--- src/rtl/ldir_pkg.sv ---
package ldir_pkg;

  localparam int OVF_BCAST  = 0;
  localparam int OVF_EVICT  = 1;
  localparam int OVF_COARSE = 2;

  typedef enum logic [1:0] {
    OP_ADD   = 2'd0,
    OP_DROP  = 2'd1,
    OP_WRITE = 2'd2,
    OP_IDLE  = 2'd3
  } dirOp_e;

  // strobes from control to datapath, at most one set per cycle
  typedef struct packed {
    logic fillFree;
    logic replaceVictim;
    logic goCoarse;
    logic markGroup;
    logic goBcast;
    logic dropMatch;
    logic issueWrite;
  } dirStrobe_t;

  typedef struct packed {
    logic ovf;
    logic hit;
    logic full;
  } dirStatus_t;

  // smallest power-of-two group such that the group vector fits the pointer bits
  function automatic int groupSize(input int nodes, input int storeBits);
    int g;
    g = 1;
    while ((nodes / g) > storeBits) g = g * 2;
    return g;
  endfunction

endpackage

--- src/rtl/ldir_ctrl.sv ---
module ldir_ctrl
  import ldir_pkg::*;
#(
  parameter int PTRS     = 2,
  parameter int OVF_MODE = OVF_COARSE,
  parameter int VW       = (PTRS > 1) ? $clog2(PTRS) : 1
) (
  input  logic          clk,
  input  logic          rst,
  input  logic          cmdValid,
  input  logic [1:0]    cmdOp,
  input  dirStatus_t    status,
  output dirStrobe_t    strobe,
  output logic [VW-1:0] victimIdx
);

  logic [VW-1:0] rrIdx;

  always_comb begin
    strobe = '0;
    if (cmdValid) begin
      case (dirOp_e'(cmdOp))
        OP_ADD: begin
          if (status.ovf) begin
            strobe.markGroup = (OVF_MODE == OVF_COARSE);
          end else if (!status.hit) begin
            if (!status.full)                strobe.fillFree      = 1'b1;
            else if (OVF_MODE == OVF_EVICT)  strobe.replaceVictim = 1'b1;
            else if (OVF_MODE == OVF_COARSE) strobe.goCoarse      = 1'b1;
            else                             strobe.goBcast       = 1'b1;
          end
        end
        OP_DROP:  strobe.dropMatch  = !status.ovf && status.hit;
        OP_WRITE: strobe.issueWrite = 1'b1;
        default: ;
      endcase
    end
  end

  always_ff @(posedge clk) begin
    if (rst) begin
      rrIdx <= '0;
    end else if (strobe.replaceVictim) begin
      rrIdx <= (rrIdx == VW'(PTRS - 1)) ? '0 : rrIdx + 1'b1;
    end
  end

  assign victimIdx = rrIdx;

endmodule

--- src/rtl/ldir_dp.sv ---
module ldir_dp
  import ldir_pkg::*;
#(
  parameter int NODES    = 16,
  parameter int PTRS     = 2,
  parameter int OVF_MODE = OVF_COARSE,
  parameter int NW       = $clog2(NODES),
  parameter int VW       = (PTRS > 1) ? $clog2(PTRS) : 1
) (
  input  logic             clk,
  input  logic             rst,
  input  dirStrobe_t       strobe,
  input  logic [VW-1:0]    victimIdx,
  input  logic [NW-1:0]    cmdNode,
  output dirStatus_t       status,
  output logic             invValid,
  output logic [NODES-1:0] invMask,
  output logic             invAll,
  output logic             evictValid,
  output logic [NW-1:0]    evictNode
);

  localparam int STW = PTRS * NW;
  localparam int GRP = groupSize(NODES, STW);
  localparam int GSH = $clog2(GRP);
  localparam int CVW = NODES / GRP;
  localparam int GW  = (CVW > 1) ? $clog2(CVW) : 1;

  // one word: pointer slots in exact form, group vector after coarse overflow
  logic [STW-1:0]   store;
  logic [PTRS-1:0]  ptrVld;
  logic             ovf;

  logic [NW-1:0]    slotNode [PTRS];
  logic [PTRS-1:0]  slotHit;
  logic [VW-1:0]    freeIdx, hitIdx;
  logic [NODES-1:0] ptrMask, ovfMask, writerBit, targets;
  logic [CVW-1:0]   cvNew;

  function automatic logic [GW-1:0] grpOf(input logic [NW-1:0] n);
    return GW'(n >> GSH);
  endfunction

  for (genvar k = 0; k < PTRS; k++) begin : g_slot
    assign slotNode[k] = store[k*NW +: NW];
    assign slotHit[k]  = ptrVld[k] && (slotNode[k] == cmdNode);
  end

  always_comb begin
    freeIdx = '0;
    hitIdx  = '0;
    for (int k = PTRS - 1; k >= 0; k--) begin
      if (!ptrVld[k]) freeIdx = VW'(k);
      if (slotHit[k]) hitIdx  = VW'(k);
    end
  end

  always_comb begin
    ptrMask = '0;
    for (int k = 0; k < PTRS; k++)
      if (ptrVld[k]) ptrMask[slotNode[k]] = 1'b1;
  end

  always_comb begin
    cvNew = '0;
    for (int k = 0; k < PTRS; k++)
      if (ptrVld[k]) cvNew[grpOf(slotNode[k])] = 1'b1;
    cvNew[grpOf(cmdNode)] = 1'b1;
  end

  if (OVF_MODE == OVF_COARSE) begin : g_coarse
    for (genvar n = 0; n < NODES; n++) begin : g_node
      assign ovfMask[n] = store[n >> GSH];
    end
  end else begin : g_flat
    assign ovfMask = '1;
  end

  assign writerBit = NODES'(1) << cmdNode;
  assign targets   = (ovf ? ovfMask : ptrMask) & ~writerBit;

  always_comb begin
    status.ovf  = ovf;
    status.hit  = |slotHit;
    status.full = &ptrVld;
  end

  always_ff @(posedge clk) begin
    if (rst) begin
      store      <= '0;
      ptrVld     <= '0;
      ovf        <= 1'b0;
      invValid   <= 1'b0;
      invMask    <= '0;
      invAll     <= 1'b0;
      evictValid <= 1'b0;
      evictNode  <= '0;
    end else begin
      invValid   <= 1'b0;
      invMask    <= '0;
      invAll     <= 1'b0;
      evictValid <= 1'b0;
      evictNode  <= '0;

      if (strobe.fillFree) begin
        for (int k = 0; k < PTRS; k++) begin
          if (VW'(k) == freeIdx) begin
            store[k*NW +: NW] <= cmdNode;
            ptrVld[k]         <= 1'b1;
          end
        end
      end

      if (strobe.replaceVictim) begin
        for (int k = 0; k < PTRS; k++) begin
          if (VW'(k) == victimIdx) begin
            store[k*NW +: NW] <= cmdNode;
            evictValid        <= 1'b1;
            evictNode         <= slotNode[k];
            invValid          <= 1'b1;
            invMask           <= NODES'(1) << slotNode[k];
          end
        end
      end

      if (strobe.goCoarse) begin
        store  <= STW'(cvNew);
        ptrVld <= '0;
        ovf    <= 1'b1;
      end

      if (strobe.markGroup) store[grpOf(cmdNode)] <= 1'b1;

      if (strobe.goBcast) ovf <= 1'b1;

      if (strobe.dropMatch) begin
        for (int k = 0; k < PTRS; k++)
          if (VW'(k) == hitIdx) ptrVld[k] <= 1'b0;
      end

      if (strobe.issueWrite) begin
        invValid <= 1'b1;
        invMask  <= targets;
        invAll   <= ovf && (OVF_MODE == OVF_BCAST);
        store    <= STW'(cmdNode);
        ptrVld   <= PTRS'(1);
        ovf      <= 1'b0;
      end
    end
  end

endmodule

--- src/rtl/ldir_entry.sv ---
module ldir_entry
  import ldir_pkg::*;
#(
  parameter int NODES    = 16,
  parameter int PTRS     = 2,
  parameter int OVF_MODE = OVF_COARSE
) (
  input  logic                     clk,
  input  logic                     rst,
  input  logic                     cmdValid,
  input  logic [1:0]               cmdOp,
  input  logic [$clog2(NODES)-1:0] cmdNode,
  output logic                     invValid,
  output logic [NODES-1:0]         invMask,
  output logic                     invAll,
  output logic                     evictValid,
  output logic [$clog2(NODES)-1:0] evictNode
);

  localparam int NW = $clog2(NODES);
  localparam int VW = (PTRS > 1) ? $clog2(PTRS) : 1;

  dirStrobe_t    strobe;
  dirStatus_t    status;
  logic [VW-1:0] victimIdx;

  ldir_ctrl #(.PTRS(PTRS), .OVF_MODE(OVF_MODE), .VW(VW)) u_ctrl (
    .clk(clk), .rst(rst), .cmdValid(cmdValid), .cmdOp(cmdOp),
    .status(status), .strobe(strobe), .victimIdx(victimIdx)
  );

  ldir_dp #(.NODES(NODES), .PTRS(PTRS), .OVF_MODE(OVF_MODE), .NW(NW), .VW(VW)) u_dp (
    .clk(clk), .rst(rst), .strobe(strobe), .victimIdx(victimIdx), .cmdNode(cmdNode),
    .status(status), .invValid(invValid), .invMask(invMask), .invAll(invAll),
    .evictValid(evictValid), .evictNode(evictNode)
  );

endmodule

--- config.mk ---
export PLATFORM = sky130hd
export DESIGN_NAME = ldir_entry
export DESIGN_NICKNAME = d
export VERILOG_FILES = /design/src/rtl/ldir_pkg.sv /design/src/rtl/ldir_ctrl.sv /design/src/rtl/ldir_dp.sv /design/src/rtl/ldir_entry.sv
export SDC_FILE = /design/constraint.sdc
export NUM_CORES = 1
export LEC_CHECK = 0
export ABC_AREA = 1
export BUFFER_PORTS_ARGS = -buffer_cell sky130_fd_sc_hd__buf_2
export CAP_MARGIN = 10
export CORE_MARGIN = 2
export CORE_UTILIZATION = 57
export CTS_CLUSTER_DIAMETER = 40
export CTS_CLUSTER_SIZE = 20
export DETAILED_ROUTE_END_ITERATION = 10
export MAX_ROUTING_LAYER = met4
export PLACE_DENSITY_LB_ADDON = 0.2
export REMOVE_ABC_BUFFERS = 1
export SLEW_MARGIN = 10
export SYNTH_ARGS = -nofsm -noshare
export SYNTH_HDL_FRONTEND = slang
export SYNTH_SLANG_ARGS = --single-unit
--- constraint.sdc ---
create_clock -name clk -period 1.72 [get_ports clk]
set_input_delay 0.344 -clock clk [delete_from_list [all_inputs] [get_ports clk]]
set_output_delay 0.344 -clock clk [all_outputs]
set_load 0.01 [all_outputs]
==> results of run 1 <==
## final cells by class
type	instances	area (um^2)
Tap cell	46	57.6
Clock inverter	1	30.0
Inverter	44	168
Multi-Input combinational cell	249	1210
Fill cell	310	1070
Clock buffer	3	22.5
Timing Repair Buffer	43	260
Sequential cell	28	564
## final timing paths
path | start | endpoint | slack (ns) | cells past startpoint
setup / recovery | u_dp.store[0] | u_dp.store[3] | 0.14 | 9
setup reg to reg | u_dp.store[0] | u_dp.store[3] | 0.14 | 9
hold reg to reg | u_dp.ptrVld[1] | u_dp.ptrVld[1] | 0.59 | 2
hold / removal | rst | u_dp.ptrVld[0] | 0.33 | 4
## state kept, by name, indices dropped and copies added, names as in the netlist
signal,count
u_dp.ovf,1
u_dp.invMask,16
u_dp.store,8
u_dp.invValid,1
u_dp.ptrVld,2
## critical path: cells and delay by family, from the launching register on
family / cells / cell delay (ns)
AND/OR/NAND/NOR: 8 / 0.93
flip-flops: 1 / 0.42
buffers and inverters: 1 / 0.12
## cell families (layout without fill, tap and decap cells)
logic type,count (synthesis),in the layout
AOI/OAI and AO/OA,76,76
xor gates and xnor gates,1,1
buffers and inverters,62,91
DFF,28,28
other,1,6
and+or+nand+nor,166,166
## cells in the final DEF, fill, tap and decap left out, drive strengths merged, types with 6 or more instances in the layout
cell type   n
o21ai      23
nor2       30
dfxtp      28
nand3      22
nor3       12
conb        6
nand2      98
inv        43
buf        43
o31ai       7
o22ai       6
a21oi      29
## layer usage
layer | GRT usage [%] | wire length, um | vias up
li1 | - | - | 1153
met1 | 41.8 | 2380 | 1048
met2 | 53.7 | 2860 | 181
met3 | 5.00 | 746 | 29
met4 | 13.3 | 175 | 0
met5 | - | 0 | -
## stage by stage
step / worst slack, ns / TNS, ns / instances
finish: 0.144 / 0 / 414
global route: -0.0276 / -0.0276 / 414
CTS: 0.119 / 0 / 414
detailed placement: 0.0512 / 0 / 410
global placement: 0.0386 / 0 / 410
floorplan: 0.100 / 0 / 321
## power breakdown
| part | switching, mW | internal, mW | total (mW) | leakage, nW |
|---|---|---|---|---|
| logic | 0.158 | 0.0783 | 0.237 | 0.879 |
| registers | 0.0153 | 0.661 | 0.676 | 0.228 |
| clock network | 0.204 | 0.236 | 0.440 | 0.0279 |
==> reports/qor.csv, run 1 <==
stage,metric,value,unit
critical_path,worstSetupStartpointType,register,
timing,setup_viol,0,
clock_tree,cts_tree,yes,
floorplan,start_util,60.0,%
synthesis,ys_types,41,
final_layout,finalInstanceArea,0.00232,mm^2
synthesis,post-synth-top-count-cell,nand2_1,
clock_tree,clk_latency,0.33,ns
grt,grtUsageTotal,33.3,%
timing,final.setup_skew,0.00437,ns
floorplan,dieWidth,63.7,um
placement,port_buffers,25,
grt,grt_pass1_vias,2151,
timing,post-route-period-util,91.6,%
power_and_ir_drop,total_power,1.35,mW
placement,dpl.hpwl,4690,um
clock_tree,cts-htree-levels,1,
grt,grt_pass1_wl,10300,um
synthesis,synthTopCellsByCount,"nand2_1 (98), inv_1 (38), a21oi_1 (29), dfxtp_1 (28), nor2_1 (25)",
synthesis,ys.flop_type,dfxtp_1,
synthesis,yosys.area_share.simple,36.4,%
synthesis,ys_seq_area_share,27.6,%
routing,dr_total_vias,2411,
critical_path,slowest_stage,dfxtp_1,
final_layout,final_core_util,68.4,%
timing,hold_viol_final,0,
final_layout,n_antenna_cell,0,
clock_tree,cts_hold_buf,0,
power_and_ir_drop,power_density,584,mW/mm^2
routing,wl,6160,um
critical_path,slowest_delay,0.42,ns
clock_tree,numCtsBuffers,3,
routing,drc,0,
synthesis,netlist_area,0.00203,mm^2
critical_path,cp_data_required_time,1.95,ns
power_and_ir_drop,ir_worst_vdd,0.000296,V
final_layout,syn_to_final_growth,14.0,%
timing,fmax,0.635,GHz
critical_path,endpoint_kind,register,
power_and_ir_drop,power.leakage,1.13,nW
critical_path,arrival,1.80,ns
critical_path,cp_common_cell,nand2_1,
synthesis,synth_area_leaders,"dfxtp_1 (28%), nand2_1 (18%), a21oi_1 (7.1%)",
final_layout,drive_gt1_share,18.2,%
synthesis,synth_compound_area_share,21.7,%
routing,ant_nets,0,
synthesis,synth_top_family_by_area,simple AND/OR/NAND/NOR gates,
synthesis,synth-edff-count,0,
synthesis,synth_seq_cells,28,
synthesis,muxShareOfSynthArea,0,%
synthesis,synth.avg_cell_area,6.09,um^2
clock_tree,cts.sinks,28,
synthesis,synth_top_area_share,27.6,%
run,cap_violations,0,
routing,wire_per_inst,14.9,um
floorplan,fp.coreArea,0.00339,mm^2
routing,drt_iter0_drc,275,
clock_tree,cts_resized,0,
critical_path,crit_chain,"inv_2, nand2_1, nand2_1, nor2_1, nand3_2, nand4_1, nand2_1, nand3_1, nand3_1",
synthesis,synthXorXnorAreaFrac,0.431,%
min_path,hold_class,input port to register,
clock_tree,root_buffer,clkbuf_4,
placement,dpl_cell_area,0.00226,mm^2
floorplan,ios,32,
synthesis,yosysTopAreaCell,dfxtp_1,
clock_tree,cts_setup_buffers,0,
synthesis,synthCells,334,
clock_tree,cts_buffer_depth,2,
critical_path,worstSetupPathType,register to register,
synthesis,synthAdderAreaFrac,0,%
grt,grt_max_degree,18,
clock_tree,clkTransAtPathRegs,0.16,ns
routing,drtPass1Iterations,5,
floorplan,fp.dieH,63.7,um
critical_path,worst-path-max-fanout,10,
floorplan,num_rows,21,
final_layout,nNetsFinal,378,
grt,grt-ovfl-total,0,
synthesis,yosysWarnings,0,
timing,rsz0062_at_grt,yes,
routing,drt-vias-per-instance,5.82,
placement,place_congestion,0.978,
floorplan,dieArea,0.00406,mm^2
outcome,outcome,completed,
grt,antenna_found_initial,0,
synthesis,synthArstFlopShare,0,%
timing,holdWs,0.329,ns
timing,slew_viol_final,0,
timing,fin_crit,1.58,ns
Note: power is estimated with default switching activity, not from simulation.
==> inputs of run 2 (changes only) <==
- CELL_PAD_IN_SITES_DETAIL_PLACEMENT: default -> 1
- CELL_PAD_IN_SITES_GLOBAL_PLACEMENT: default -> 2
- CORE_UTILIZATION: 57 -> 30
==> run 2 against run 1 <==
Effect of this change:
- worst setup slack improved by 0.0018 ns
- largest cell class unchanged
- critical endpoint is now u_dp.store[4]
- largest power group unchanged
- register-to-register slack hardly changed
- combinational power grew 5%
==> reports/qor.csv, run 2 (synthesized netlist as in run 1, its figures left out) <==
stage,metric,value,unit,change
final_layout,top_regs,"u_dp.invMask x16, u_dp.store x8, u_dp.ptrVld x2",,
floorplan,dieWidth,86.3,um,+35%
power_and_ir_drop,ir_worst_vdd,0.000389,V,+31%
min_path,hold_depth,4,,unchanged
final_layout,final_common_cell,nand2_1,,
placement,port_buffers,25,,unchanged
floorplan,dieArea,0.00745,mm^2,+84%
floorplan,start_util,30.4,%,-30 points
critical_path,r2r_cells,8,,-1
clock_tree,cts_buffer_depth,2,,unchanged
clock_tree,cts_hold_buf,0,,unchanged
floorplan,ios,32,,unchanged
clock_tree,cts_tree,yes,,
grt,grt_max_degree,18,,unchanged
critical_path,arrival,1.81,ns,about the same
routing,drt_iter0_drc,157,,-43%
placement,place_congestion,0.884,,-9.6%
critical_path,ff2ff_setup_slack,0.15,ns,about the same
timing,setup_viol,0,,unchanged
timing,tns,0,ns,unchanged
critical_path,cp_data_required_time,1.95,ns,about the same
power_and_ir_drop,total_power,1.36,mW,+0.60%
placement,dpl.hpwl,6050,um,+29%
timing,hold_viol_final,0,,unchanged
floorplan,fp.coreArea,0.00668,mm^2,+97%
final_layout,regMostFlops,u_dp.invMask,,
routing,wl,7720,um,+25%
final_layout,syn_to_final_growth,18.8,%,
timing,fmax,0.635,GHz,+0.11%
final_layout,nNetsFinal,383,,+1.3%
critical_path,worst-path-max-fanout,6,,-4
routing,drtPass1Iterations,4,,-1
run,cap_violations,0,,unchanged
final_layout,num-fill-cells,926,,+200%
final_layout,drive_gt1_share,20.1,%,+1.9 points
grt,met2_usage,37.5,%,-16 points
grt,antenna_found_initial,0,,unchanged
routing,drt-vias-per-instance,5.11,,-12%
critical_path,worstSetupStartpointType,register,,
clock_tree,cts.sinks,28,,unchanged
clock_tree,numCtsBuffers,3,,unchanged
grt,grt_pass1_vias,2406,,+12%
routing,dr_total_vias,2316,,-3.9%
grt,grt_pass1_wl,12800,um,+24%
routing,ant_nets,0,,unchanged
clock_tree,clk_latency,0.28,ns,-0.05 ns
critical_path,worstSetupPathType,register to register,,
timing,post-route-period-util,91.5,%,-0.10 points
min_path,hold_class,input port to register,,
grt,busiest_layer,met2,,
grt,grtUsageMet3,2.19,%,-2.8 points
power_and_ir_drop,power_density,563,mW/mm^2,-3.5%
outcome,outcome,completed,,
timing,rsz0062_at_grt,no,,
final_layout,final_cell_mix,"nand2_1 (97), inv_1 (37), a21oi_1 (29)",,
power_and_ir_drop,power.leakage,1.16,nW,+2.3%
timing,final.setup_skew,0.00650,ns,+0.00213 ns
routing,drc,0,,unchanged
clock_tree,cts-htree-levels,1,,unchanged
timing,fin_crit,1.57,ns,-0.00180 ns
clock_tree,clkTransAtPathRegs,0.11,ns,-0.05 ns
grt,gr-usage-met1,29.3,%,-12 points
final_layout,largest_reg_flops,16,,unchanged
grt,grt-ovfl-total,0,,unchanged
critical_path,endpoint_kind,register,,
timing,slew_viol_final,0,,unchanged
grt,grtUsageTotal,22.6,%,-11 points
floorplan,fp.dieH,86.3,um,+35%
floorplan,num_rows,30,,+43%
final_layout,n_antenna_cell,0,,unchanged
clock_tree,root_buffer,clkbuf_8,,
routing,wire_per_inst,17.0,um,+14%
-- run 2: cell count changes in the layout (fill, tap and decap cells not counted), sizes merged --
cell / delta
buf: +5
bufinv: -1
clkbuf: +1
-- run 2: per-stage QoR --
step | utilization, % | hold WS [ns] | worst slack (ns) | cells | instance area [um^2]
after CTS | 35.8 | 0.371 | 0.0342 | 451 | 2390
after detailed placement | 35.0 | 0.625 | -0.0241 | 447 | 2340
after floorplan | - | 0.440 | 0.100 | 321 | 1940
final | 36.2 | 0.359 | 0.146 | 453 | 2420
after global placement | 35.0 | 0.620 | -0.0181 | 447 | 2340
after global routing | 36.2 | 0.388 | 0.000780 | 453 | 2420
-- run 2: where the power goes --
| part | leakage (nW) | internal [mW] | switching, mW |
|---|---|---|---|
| combinational | 0.904 | 0.0833 | 0.167 |
| clock | 0.0288 | 0.206 | 0.229 |
| sequential | 0.228 | 0.660 | 0.0161 |
| total | 1.16 | 0.949 | 0.412 |
-- run 2: cell type report --
cell class | count | area, um^2 | area share, %
clock buffer | 4 | 55.1 | 2.28
inverter | 44 | 168 | 6.94
multi-input combinational | 249 | 1220 | 50.4
sequential | 28 | 566 | 23.4
tap | 80 | 100 | 4.14
timing repair buffer | 48 | 310 | 12.8
-- run 2: path summary, 6_finish.rpt --
check / start / end
min: rst / u_dp.ptrVld[0]
min reg2reg: u_dp.ptrVld[1] / u_dp.ptrVld[1]
max: u_dp.store[4] / u_dp.store[4]
max reg2reg: u_dp.store[4] / u_dp.store[4]
-- run 2: metal layers --
metal  part of all wire (%)  vias up  routed length, um
met4                    1.4        0                110
met3                    4.6        8                353
met2                     48       57               3670
met1                     46     1086               3580
li1                       -     1165                  -
met5                      0        -                  0
-- run 2: worst max-delay path, cell delays in order (launching register included) --
cell and delay, ns:
dfxtp_1 0.49, nand2_1 0.09, nand2_1 0.08, nor2_2 0.04, nand3_2 0.15, nand4_1 0.29, o21bai_1 0.25, nand2_1 0.08
nand2_1 0.06
-- run 2: what timing repair did --
action                                 4_1_cts  5_1_grt
setup endpoints to repair                    0       11
gates resized for setup                      0        7
buffers inserted                             0        2
endpoints found under the hold margin        0        0
